<file path="src/rtl/pixel_cell_digital.sv">
module pixel_cell_digital #(
  parameter int TS_W = 5
) (
  input  logic            clk,
  input  logic            rst_n,
  input  logic            readout,
  input  logic            hit_in,
  input  logic [TS_W-1:0] ts_bus,
  input  logic            tok_in,
  input  logic            advance,
  output logic            tok_out,
  output logic            get_x,
  output logic            get_y,
  output logic [TS_W-1:0] ts_out
);

  logic            hit_q;
  logic            held_q;
  logic [TS_W-1:0] ts_q;

  always_ff @(posedge clk or negedge rst_n) begin
    if (!rst_n) begin
      hit_q  <= 1'b0;
      held_q <= 1'b0;
      ts_q   <= '0;
    end else begin
      if (!readout && hit_in)
        hit_q <= 1'b1;
      else if (readout && held_q && advance)
        hit_q <= 1'b0;
      if (!hit_q)
        ts_q <= ts_bus;
      held_q <= readout && hit_q && (held_q ? !advance : tok_in);
    end
  end

  assign tok_out = readout & ~hit_q & tok_in;
  assign get_x   = held_q;
  assign get_y   = held_q;
  assign ts_out  = held_q ? ts_q : '0;

  AST_TS_KEPT: assert property (@(posedge clk) disable iff (!rst_n)
    ($past(hit_q) && hit_q) |-> (ts_q == $past(ts_q)));
  AST_CATCH: assert property (@(posedge clk) disable iff (!rst_n)
    (readout && hit_q && !held_q && tok_in) |=> held_q);
  AST_RELEASE: assert property (@(posedge clk) disable iff (!rst_n)
    (readout && held_q && advance) |=> (!hit_q && !held_q));
  AST_NO_REARM: assert property (@(posedge clk) disable iff (!rst_n)
    (readout && !hit_q) |=> !hit_q);
  AST_QUIET_AFTER: assert property (@(posedge clk) disable iff (!rst_n)
    $fell(held_q) |-> (ts_out == '0 && !get_x));
  AST_PHASE_DROP: assert property (@(posedge clk) disable iff (!rst_n)
    !readout |=> !held_q);

endmodule

</file>
<file path="config.mk">
export PLATFORM = sky130hd
export DESIGN_NAME = pixel_cell_digital
export DESIGN_NICKNAME = d
export VERILOG_FILES = /design/src/rtl/pixel_cell_digital.sv
export SDC_FILE = /design/constraint.sdc
export NUM_CORES = 1
export LEC_CHECK = 0
export BUFFER_PORTS_ARGS = -buffer_cell sky130_fd_sc_hd__buf_2
export CORE_AREA = 2 2 39 41
export DETAILED_ROUTE_END_ITERATION = 10
export DIE_AREA = 0 0 41 43
export GPL_TIMING_DRIVEN = 0
export SLEW_MARGIN = 20
export SYNTH_ARGS = -nofsm -noshare
export SYNTH_HDL_FRONTEND = slang
export SYNTH_SLANG_ARGS = --single-unit
</file>
<file path="constraint.sdc">
create_clock -name clk -period 0.85 [get_ports clk]
set_input_delay 0.17 -clock clk [delete_from_list [all_inputs] [get_ports clk]]
set_output_delay 0.17 -clock clk [all_outputs]
set_load 0.02 [all_outputs]
</file>
# Yosys cells after proc, flatten, opt, wreduce, memory -nomap -nowiden
# Index checks and enable logic that the tools add are counted.
[word_totals] register_bits=7 latch_bits=0 ramBits=0 mem_bits_ro=0 in_bits=11 wordCells=18 mem_count=0
[classes] n_addsub=0 mul=0 div_mod_pow=0 order_cmp=0 eq_ne=0 shift=0 mux=4 bitwise_logic=3 reduce_logical=8
[op_table] op="1-bit logical AND" n=5
[op_table] op="5-bit two-way mux" n=1
[op_table] op="1-bit two-way mux" n=3
[op_table] op="1-bit AND" n=2
[op_table] op="1-bit zero test" n=2
[op_table] op="2-bit nonzero test" n=1
[op_table] op="1-bit NOT" n=1

# Longest topological paths before layout
# Gate-level depths: netlist of the first run.
[depth] word_depth=4 ltp_mapped=3 depth_no_buf=2

# Worst setup path before layout of the first run
# Ideal clock, no wire load.
[synth_timing] path_type="register -> output" from="register hit_q" to="output port tok_out" arrival_time_ns=0.790 t_required_ns=0.680 setup_slack_ns=-0.110 stages_incl_launch_ff=3 cell_sequence="dfrtp_1 -> buf_6 -> and3b_1"
[synth_between] elab_chain_cells=3
[synth_lines] element="start, declared" line_no="17" source="logic hit_q;"
[synth_lines] element="start signal, assigned" line_no="23" source="hit_q <= 1'b0;"
[synth_lines] element="start signal, assigned" line_no="28" source="hit_q <= 1'b1;"
[synth_lines] element="start signal, assigned" line_no="30" source="hit_q <= 1'b0;"
[synth_lines] element="1-bit NOT" line_no="37" source="assign tok_out = readout & ~hit_q & tok_in;"
[synth_lines] element="1-bit AND (2 in series)" line_no="37"
[synth_lines] element="end, declared" line_no="11" source="output logic tok_out,"
# Every way passes these cells.

# Worst setup path in the final report of the first run
[layout_timing] from="register held_q (netlist: get_x)" to="output port ts_out[4]"
[layout_between] elab_chain_cells=1
[layout_lines] element="start, declared" line_no="18" source="logic held_q;"
[layout_lines] element="start signal, assigned" line_no="33" source="held_q <= readout && hit_q && (held_q ? !advance : tok_in);"
[layout_lines] element="5-bit two-way mux" line_no="40" source="assign ts_out = held_q ? ts_q : '0;"
[layout_lines] element="end, declared" line_no="14" source="output logic [TS_W-1:0] ts_out"
# Every way passes these cells.

==> metrics.txt, run 1 <==
outcome=finished with violations; failing checks=setup timing; crit-path cells=and2_4, buf_6; Critical Path Source Type=register; Setup WS post-layout=-0.3143 ns; Die ar.=1763 µm²; delay of the slowest critical-path stage=approximately 0.46 ns; count leader, synth=dfrtp_1; number of flops mapped to enable cells by yosys=0; hold_sp=readout; Reg area=~180 µm²; crit path DAT=about 0.99 ns; Final Cycle Share=137.0%; f_max=0.8589 GHz; CTS tree=yes; I/O Pins=19; clock-pin transition on the worst setup and hold timing paths=approximately 0.05 ns; post-synth top area share=a little over half; Hold Vio Cnt, Final=0; final setup TNS=-3.095 ns; synth top area cells=dfrtp_1 55%, mux2_2 18%, and2_1 9.8%; drt pass-1 iters=1; htree depth=1; pre-CTS WS=-0.1699 ns; worst r2r src=get_x; CP Capture Type=primary output; largest net degree at the start of global routing=9; CTS buffer count=3; R2R setup slack=-0.13 ns; Routed WL per cell=9.773 µm; vias in the first global route=233; Clock Skews=0.001721 ns; slowest CP cell=dfrtp_2; Synth area leader=dfrtp_1; first-pass GRT wire length=between 900 and 1000 µm; Power Density=2082 nW/µm²; top post-synthesis cells by count=7 x dfrtp_1, 5 x and2_1, 5 x mux2_2; min-delay worst type=in -> reg; r2r endpoint=get_x; gpl congestion=0.7114; sequential share of the synthesized area=between 50% and 60%; Layout area overhead=72.66%; # Max-Cap Violations=0; Period minus WS final=about 1.2 ns; PortBufs=18; peak supply drop=0.0009170 V; GR Overflow Total=0; area of the multi-input gates=146.4 µm²; Clock Sinks=7; max-slew violation count=0; hold endpoint=hit_q; FP Rows=14; ANT nets after route=0; worst hold path depth=2; final net count=62; Worst R2R Path Depth=3; drt first-iter violations=0; slew at the pin closest to its max-slew limit=0.1602 ns; Routed WL=645 µm; total power=1.152 mW; WP depth=2; Die Y=43 µm; Post-Syn Instances=25; Worst slew margin=approximately 90%; Unique masters post-synth=10; share of layout cells above drive strength 1=roughly 78%; Yosys warning total=0; register bit count reported by yosys=7; synthesized cell area=320.3 µm²; Async SR Flop Fraction=100.0%; fillcell total=approximately 140; antenna violations before repair=0; Post-Route Utilization=39.96%; RSZ-0062 raised after global routing=true; Core Region=approximately 1400 µm²; Initial Util=23.15%; hold slack=0.1272 ns; critical path's top delay family=flip-flops; crit path max fanout=8; syn_nets=36; n_diodes=0; worst setup path class=reg -> out; Residual DRC=0; root buffer cell=clkbuf_4; Post-synth top flop=dfrtp_1; WP buf/inv=1; P_leak=0.2726 nW; Vias=279; endpoints failing setup=15; GRT Resource Usage Total=under 10%; Die W=slightly above 40 µm; clk buf depth=2; Clock Latency Late Sink=between 0.2 and 0.25 ns; Worst EP required=0.68 ns; Avg Cell Area, Syn=around 13 µm²; DR vias/cell=4.227
state kept, by name, indices dropped and copies added (netlist names):
name,cells
ts_q,5
hit_q,1
get_x,1
how the worst max path moves through the flow:
stage / start / to / slack, ns
after floorplan: hit_q / tok_out / -0.08
after global routing: get_x / ts_out[4] / -0.36
final: get_x / ts_out[4] / -0.31
after CTS: hit_q / tok_out / -0.39
after global placement: hit_q / tok_out / -0.17
after detailed placement: hit_q / tok_out / -0.17
placed cells by master, fill, tap and decap left out:
master	Yosys	routed
a21bo_4	0	1
and2_4	0	5
and3b_2	0	1
buf_2	0	10
buf_4	1	3
buf_6	1	9
clkbuf_1	0	1
clkbuf_4	0	3
dfrtp_1	7	6
dfrtp_2	0	1
dlygate4sd3_1	0	1
mux2_2	5	5
nor2_1	1	1
nor2_2	1	1
o21ai_1	0	2
report_power, final:
part	leakage [nW]	total (mW)	internal (mW)	switching, mW
clock network	0.0150	0.289	0.178	0.111
logic	0.178	0.381	0.243	0.139
registers	0.0794	0.481	0.428	0.0525
total	0.273	1.15	0.850	0.302
logic make-up after synthesis:
family / count (synthesis) / share of synthesized area, %
AOI/OAI and AO/OA: 3 / 6.250
and+or+nand+nor: 8 / 15.63
muxes: 5 / 17.58
DFF: 7 / 54.69
buffers and inverters: 2 / 5.860
stage by stage:
step           std cells  instance area, µm²
3_5_place_dp          59               445.4
6_report              66               553.0
5_1_grt               66               553.0
4_1_cts               66               544.3
2_1_floorplan         25               335.3
3_3_place_gp          59               445.4
routing by layer:
layer,GRT usage (%),up-vias,share of wire [%]
met2,12.50,4,59
li1,-,134,-
met1,8.852,139,36
met4,6.000,0,1.6
met3,4.712,2,3.3
met5,0,-,0
layout make-up:
| type | instances | area share (%) |
|---|---|---|
| Buffer | 1 | 2.036 |
| Clock buffer | 4 | 4.751 |
| Multi-Input combinational cell | 16 | 26.47 |
| Sequential cell | 7 | 31.90 |
| Tap cell | 16 | 3.620 |
| Timing Repair Buffer | 22 | 31.22 |
worst reg2reg max path, cell delays in order, from the launching register on:
cell     delay (ns)
dfrtp_2        0.46
buf_4          0.16
a21bo_4        0.20
nor2_2         0.10
what timing repair did:
item | 4_1_cts | 5_1_grt
pin swaps | 4 | 4
hold buffers | 1 | 0
setup buffers | 2 | 1
resized for setup | 15 | 4
hold endpoints to repair | 7 | 0
setup endpoints to repair | 14 | 15
Power figures use the tool's default switching activity.
==> run 2: changes to the inputs <==
==> constraint.sdc (replaced) <==
create_clock -name clk -period 1.1 [get_ports clk]
set_input_delay 0.22 -clock clk [delete_from_list [all_inputs] [get_ports clk]]
set_output_delay 0.22 -clock clk [all_outputs]
set_load 0.02 [all_outputs]
==> run 2 against run 1 <==
Net effect: the flow still finishes with violations (setup timing); register-to-register slack improved by 0.28 ns; routed wire length rose by 2.8%; sequential power fell by 23%; largest cell class is now flip-flops and latches; clock skew barely moved; global-route usage rose by 0.82 points; non-clock buffer count fell by 2; first-iteration DRC count rose by 3; sequential share of layout area rose by 5.0 points.
==> metrics.txt, run 2 (synthesized netlist as in run 1, its figures left out) <==
outcome=finished with violations; failing checks=setup timing; largest net degree at the start of global routing=10 (+1); I/O Pins=19 (unchanged); Core Region=1384 µm² (unchanged); crit-path cells=and2_1, buf_2; Clock Latency Late Sink=0.25 ns (about the same); min-delay worst type=in -> reg; hold slack=0.1988 ns (+0.07160 ns); Die ar.=1763 µm² (unchanged); CTS tree=yes; FP Rows=14 (unchanged); worst r2r src=hit_q; Routed WL per cell=10.36 µm (+6.0%); endpoints failing setup=7 (-8); Clock Skews=0.001518 ns (-0.0002038 ns); Hold Vio Cnt, Final=0 (unchanged); metal3 WL=72 µm (+240%); crit path max fanout=9 (+1); n_diodes=0 (unchanged); Setup WS post-layout=-0.1246 ns (+0.1898 ns); commonest non-fill, non-tap cell in the layout=buf_2; vias in the first global route=256 (+9.9%); CP Capture Type=primary output; DP Cell Count=59 (unchanged); crit path from=get_x; Residual DRC=0 (unchanged); total power=0.8195 mW (-29%); # Max-Cap Violations=0 (unchanged); PortBufs=18 (unchanged); ANT nets after route=0 (unchanged); Reg area=176.4 µm² (unchanged); gpl congestion=0.6104 (-14%); P_leak=0.2517 nW (-7.6%); htree depth=1 (unchanged); crit path DAT=1.00 ns (about the same); delay of the slowest critical-path stage=0.45 ns (about the same); leading cell types in the layout, fill and taps excluded=15 x buf_2, 6 x dfrtp_1, 5 x mux2_2; Top Metal Used=met4; critical path's top delay family=flip-flops; clock-pin transition on the worst setup and hold timing paths=0.05 ns (about the same); met1 wire length=297 µm (+29%); RSZ-0062 raised after global routing=true; slew at the pin closest to its max-slew limit=0.1961 ns (+0.03593 ns); Initial Util=23.15% (unchanged); DR vias/cell=4.109 (-2.8%); first-pass GRT wire length=1014 µm (+8.1%); root buffer cell=clkbuf_4; Worst slew margin=86.79% (-2.5 points); Period minus WS final=1.225 ns; clk buf depth=2 (unchanged); area of the multi-input gates=128.9 µm² (-12%); largest reg by FF count=ts_q; Final Cycle Share=111.3%; GRT Resource Usage Total=9.403% (+0.82 points); antenna violations before repair=0 (unchanged); worst setup path class=reg -> out; pre-CTS WS=0.04758 ns (+0.2175 ns); Power Density=1715 nW/µm² (-18%); slowest CP cell=dfrtp_2; share of layout cells above drive strength 1=64.58% (-13 points); met2 wire length=288 µm (-25%); fillcell total=147 (+5.8%); Routed WL=663 µm (+2.8%); CTS buffer count=3 (unchanged); final net count=60 (-3.2%); drt first-iter violations=3 (+3); GR Overflow Total=0 (unchanged); Worst EP required=0.88 ns (+0.20 ns); Die Y=43 µm (unchanged); max-slew violation count=0 (unchanged); final setup TNS=-0.7775 ns (+2.318 ns); WP buf/inv=1 (unchanged); Layout area overhead=49.22%; f_max=0.8166 GHz; DP HPWL=500.1 µm; Critical Path Source Type=register; hold_sp=readout; Vias=263 (-5.7%); Clock Sinks=7 (unchanged); drt pass-1 iters=2 (+1); max reg flops=5 (unchanged); Die W=41 µm (unchanged); peak supply drop=0.0004851 V (-47%); fin cells=64 (-3.0%)
-- run 2: worst reg2reg max path, delay by kind of cell, from the launching register on --
kind,cells,cell delay [ns]
flip-flops,1,0.34
buffers and inverters,1,0.16
multiplexers,1,0.34
-- run 2: cell type report --
class	instances	area share, %
plain buffers	1	1.571
flip-flops and latches	7	36.91
repair buffers	20	24.87
multi-input cells	16	26.96
clock buffers	4	5.497
well taps	16	4.188
-- run 2: timing repair --
item / 4_1_cts / 5_1_grt
hold buffers: 1 / 0
setup buffers: 1 / 0
gates resized for setup: 4 / 2
hold endpoints to repair: 7 / 0
endpoints found under the setup margin: 8 / 9
-- run 2: power breakdown --
group	internal (mW)	total [mW]	switching (mW)	leakage, nW
Combinational	0.124	0.220	0.0965	0.157
Clock	0.138	0.231	0.0928	0.0150
Sequential	0.331	0.368	0.0372	0.0794
Total	0.593	0.820	0.226	0.252
-- run 2: path summary, 6_finish.rpt --
kind | end | slack, ns | cells past startpoint
max | ts_out[4] | -0.12 | 2
min | hit_q | 0.20 | 2
max reg2reg | ts_q[2] | 0.15 | 2
min reg2reg | ts_q[0] | 0.50 | 1
max in group asynchronous | get_x | 0.59 | 2
min in group asynchronous | hit_q | 0.34 | 2
-- run 2: routing by layer --
layer  up-vias  GRT usage [%]
li1        128              -
met1       119          10.53
met2        14          12.50
met3         2          4.712
met4         0          8.000
met5         -              0
-- run 2: stage by stage --
step / util (%) / cell area [µm²]
CTS: 34.99 / 484.2
finish: 34.54 / 478.0
global route: 34.54 / 478.0
floorplan: - / 320.3
detailed placement: 31.10 / 430.4
global placement: 31.10 / 430.4
==> run 3: changes to the inputs <==
--- a/config.mk
+++ b/config.mk
@@ -14,3 +14,4 @@
 export SYNTH_ARGS = -nofsm -noshare
 export SYNTH_HDL_FRONTEND = slang
 export SYNTH_SLANG_ARGS = --single-unit
+export TNS_END_PERCENT = 20
==> run 3 against run 2 <==
Net effect: the flow still finishes with violations (setup timing); critical path depth unchanged; die area unchanged; power unchanged; first-iteration DRC count unchanged; clock power about the same; non-clock buffer count unchanged; global-route usage unchanged; sequential power about the same; combinational power about the same; count of clock-buffer cells in the layout unchanged; worst hold slack unchanged.
==> metrics.txt, run 3 (synthesized netlist as in run 1, its figures left out) <==
Final Cycle Share=111.3% (unchanged); CTS buffer count=3 (unchanged); Clock Sinks=7 (unchanged); PortBufs=18 (unchanged); largest net degree at the start of global routing=10 (unchanged); share of layout cells above drive strength 1=64.58% (unchanged); final setup TNS=-0.7775 ns (unchanged); Worst R2R Path Depth=2 (unchanged); CP Capture Type=primary output; Worst EP required=0.88 ns (about the same); Period minus WS final=1.225 ns (unchanged); Top Metal Used=met4; Routed WL=663 µm (unchanged); clock-pin transition on the worst setup and hold timing paths=0.05 ns (about the same); # Max-Cap Violations=0 (unchanged); failing checks=setup timing; WP depth=2 (unchanged); antenna violations before repair=0 (unchanged); Initial Util=23.15% (unchanged); RSZ-0062 raised after global routing=true; clk buf depth=2 (unchanged); hold slack=0.1988 ns (unchanged); CTS tree=yes; metal3 WL=72 µm (unchanged); DP HPWL=500.1 µm (unchanged); worst hold path depth=2 (unchanged); Critical Path Source Type=register; root buffer cell=clkbuf_4; R2R setup slack=0.15 ns (about the same); drt first-iter violations=3 (unchanged); Worst slew margin=86.79% (unchanged); Die W=41 µm (unchanged); FP Rows=14 (unchanged); critical path's top delay family=flip-flops; GRT Resource Usage Total=9.403% (unchanged); r2r endpoint=ts_q[2]; crit path DAT=1.00 ns (about the same); hold_sp=readout; Power Density=1715 nW/µm² (unchanged); GR Overflow Total=0 (unchanged); Vias=263 (unchanged); min-delay worst type=in -> reg; crit path max fanout=9 (unchanged); Layout area overhead=49.22% (unchanged); f_max=0.8166 GHz (unchanged); WP buf/inv=1 (unchanged); worst setup path class=reg -> out; Setup WS post-layout=-0.1246 ns (unchanged); met2 wire length=288 µm (unchanged); Hold Vio Cnt, Final=0 (unchanged); delay of the slowest critical-path stage=0.45 ns (about the same); largest reg by FF count=ts_q; DR vias/cell=4.109 (unchanged); met1 wire length=297 µm (unchanged); ANT nets after route=0 (unchanged); Die ar.=1763 µm² (unchanged); first-pass GRT wire length=1014 µm (unchanged); slowest CP cell=dfrtp_2; Residual DRC=0 (unchanged); n_diodes=0 (unchanged); hold endpoint=hit_q; drt pass-1 iters=2 (unchanged); Core Region=1384 µm² (unchanged); I/O Pins=19 (unchanged); Clock Latency Late Sink=0.25 ns (about the same); crit-path cells=and2_1, buf_2; outcome=finished with violations; P_leak=0.2517 nW (unchanged); worst r2r src=hit_q; leading cell types in the layout, fill and taps excluded=15 x buf_2, 6 x dfrtp_1, 5 x mux2_2; endpoints failing setup=7 (unchanged); Routed WL per cell=10.36 µm (unchanged); htree depth=1 (unchanged); max reg flops=5 (unchanged); gpl congestion=0.6104 (unchanged); peak supply drop=0.0004851 V (unchanged); placed instance area=430.4 µm² (unchanged); Die Y=43 µm (unchanged); Clock Skews=0.001518 ns (unchanged); design area=478.0 µm² (unchanged); max-slew violation count=0 (unchanged); vias in the first global route=256 (unchanged); final net count=60 (unchanged); slew at the pin closest to its max-slew limit=0.1961 ns (unchanged); commonest non-fill, non-tap cell in the layout=buf_2
==> run 3: cell counts in the layout (fill, tap and decap cells not counted) <==
Identical to the previous run, type by type.
==> run 3: worst max-delay path by stage <==
stage                      from        end  slack, ns
after floorplan           hit_q    tok_out       0.09
after global placement    hit_q    tok_out       0.05
after detailed placement  hit_q    tok_out       0.05
after CTS                 hit_q    tok_out      -0.18
after global routing      get_x  ts_out[1]      -0.16
final                     get_x  ts_out[4]      -0.12
==> run 3: through the flow <==
stage / cells / utilization (%) / power, mW / setup WS (ns)
final: 64 / 34.54 / 0.8195 / -0.1246
after global routing: 64 / 34.54 / 0.8818 / -0.1604
after CTS: 65 / 34.99 / 0.8354 / -0.1849
after detailed placement: 59 / 31.10 / 0.5842 / 0.04758
after global placement: 59 / 31.10 / 0.5769 / 0.05379
after floorplan: 25 / - / 0.5084 / 0.09020
==> run 3: power breakdown <==
part	total, mW	switching [mW]	internal, mW	leakage (nW)
Clock	0.231	0.0928	0.138	0.0150
Combinational	0.220	0.0965	0.124	0.157
Sequential	0.368	0.0372	0.331	0.0794
==> run 3: layout make-up <==
type	count	area [µm²]
Fill cell	147	905.9
Sequential cell	7	176.4
Multi-Input combinational cell	16	128.9
Timing Repair Buffer	20	118.9
Clock buffer	4	26.28
Tap cell	16	20.02
Buffer	1	7.507
==> run 3: timing repair <==
action | 4_1_cts | 5_1_grt
hold endpoints to repair | 7 | 0
buffers inserted | 1 | 0
pin swaps | 0 | 0
hold buffers | 1 | 0
setup endpoints to repair | 8 | 9
gates resized for setup | 4 | 2
==> run 3: worst register-to-register path: stages (launching register included) <==
cell,delay (ns)
dfrtp_1,0.34
buf_4,0.16
mux2_2,0.34
==> run 3: layer usage <==
metal / vias to the layer above / global-route usage, %
met5: - / 0
li1: 128 / -
met1: 119 / 10.53
met2: 14 / 12.50
met4: 0 / 8.000
met3: 2 / 4.712
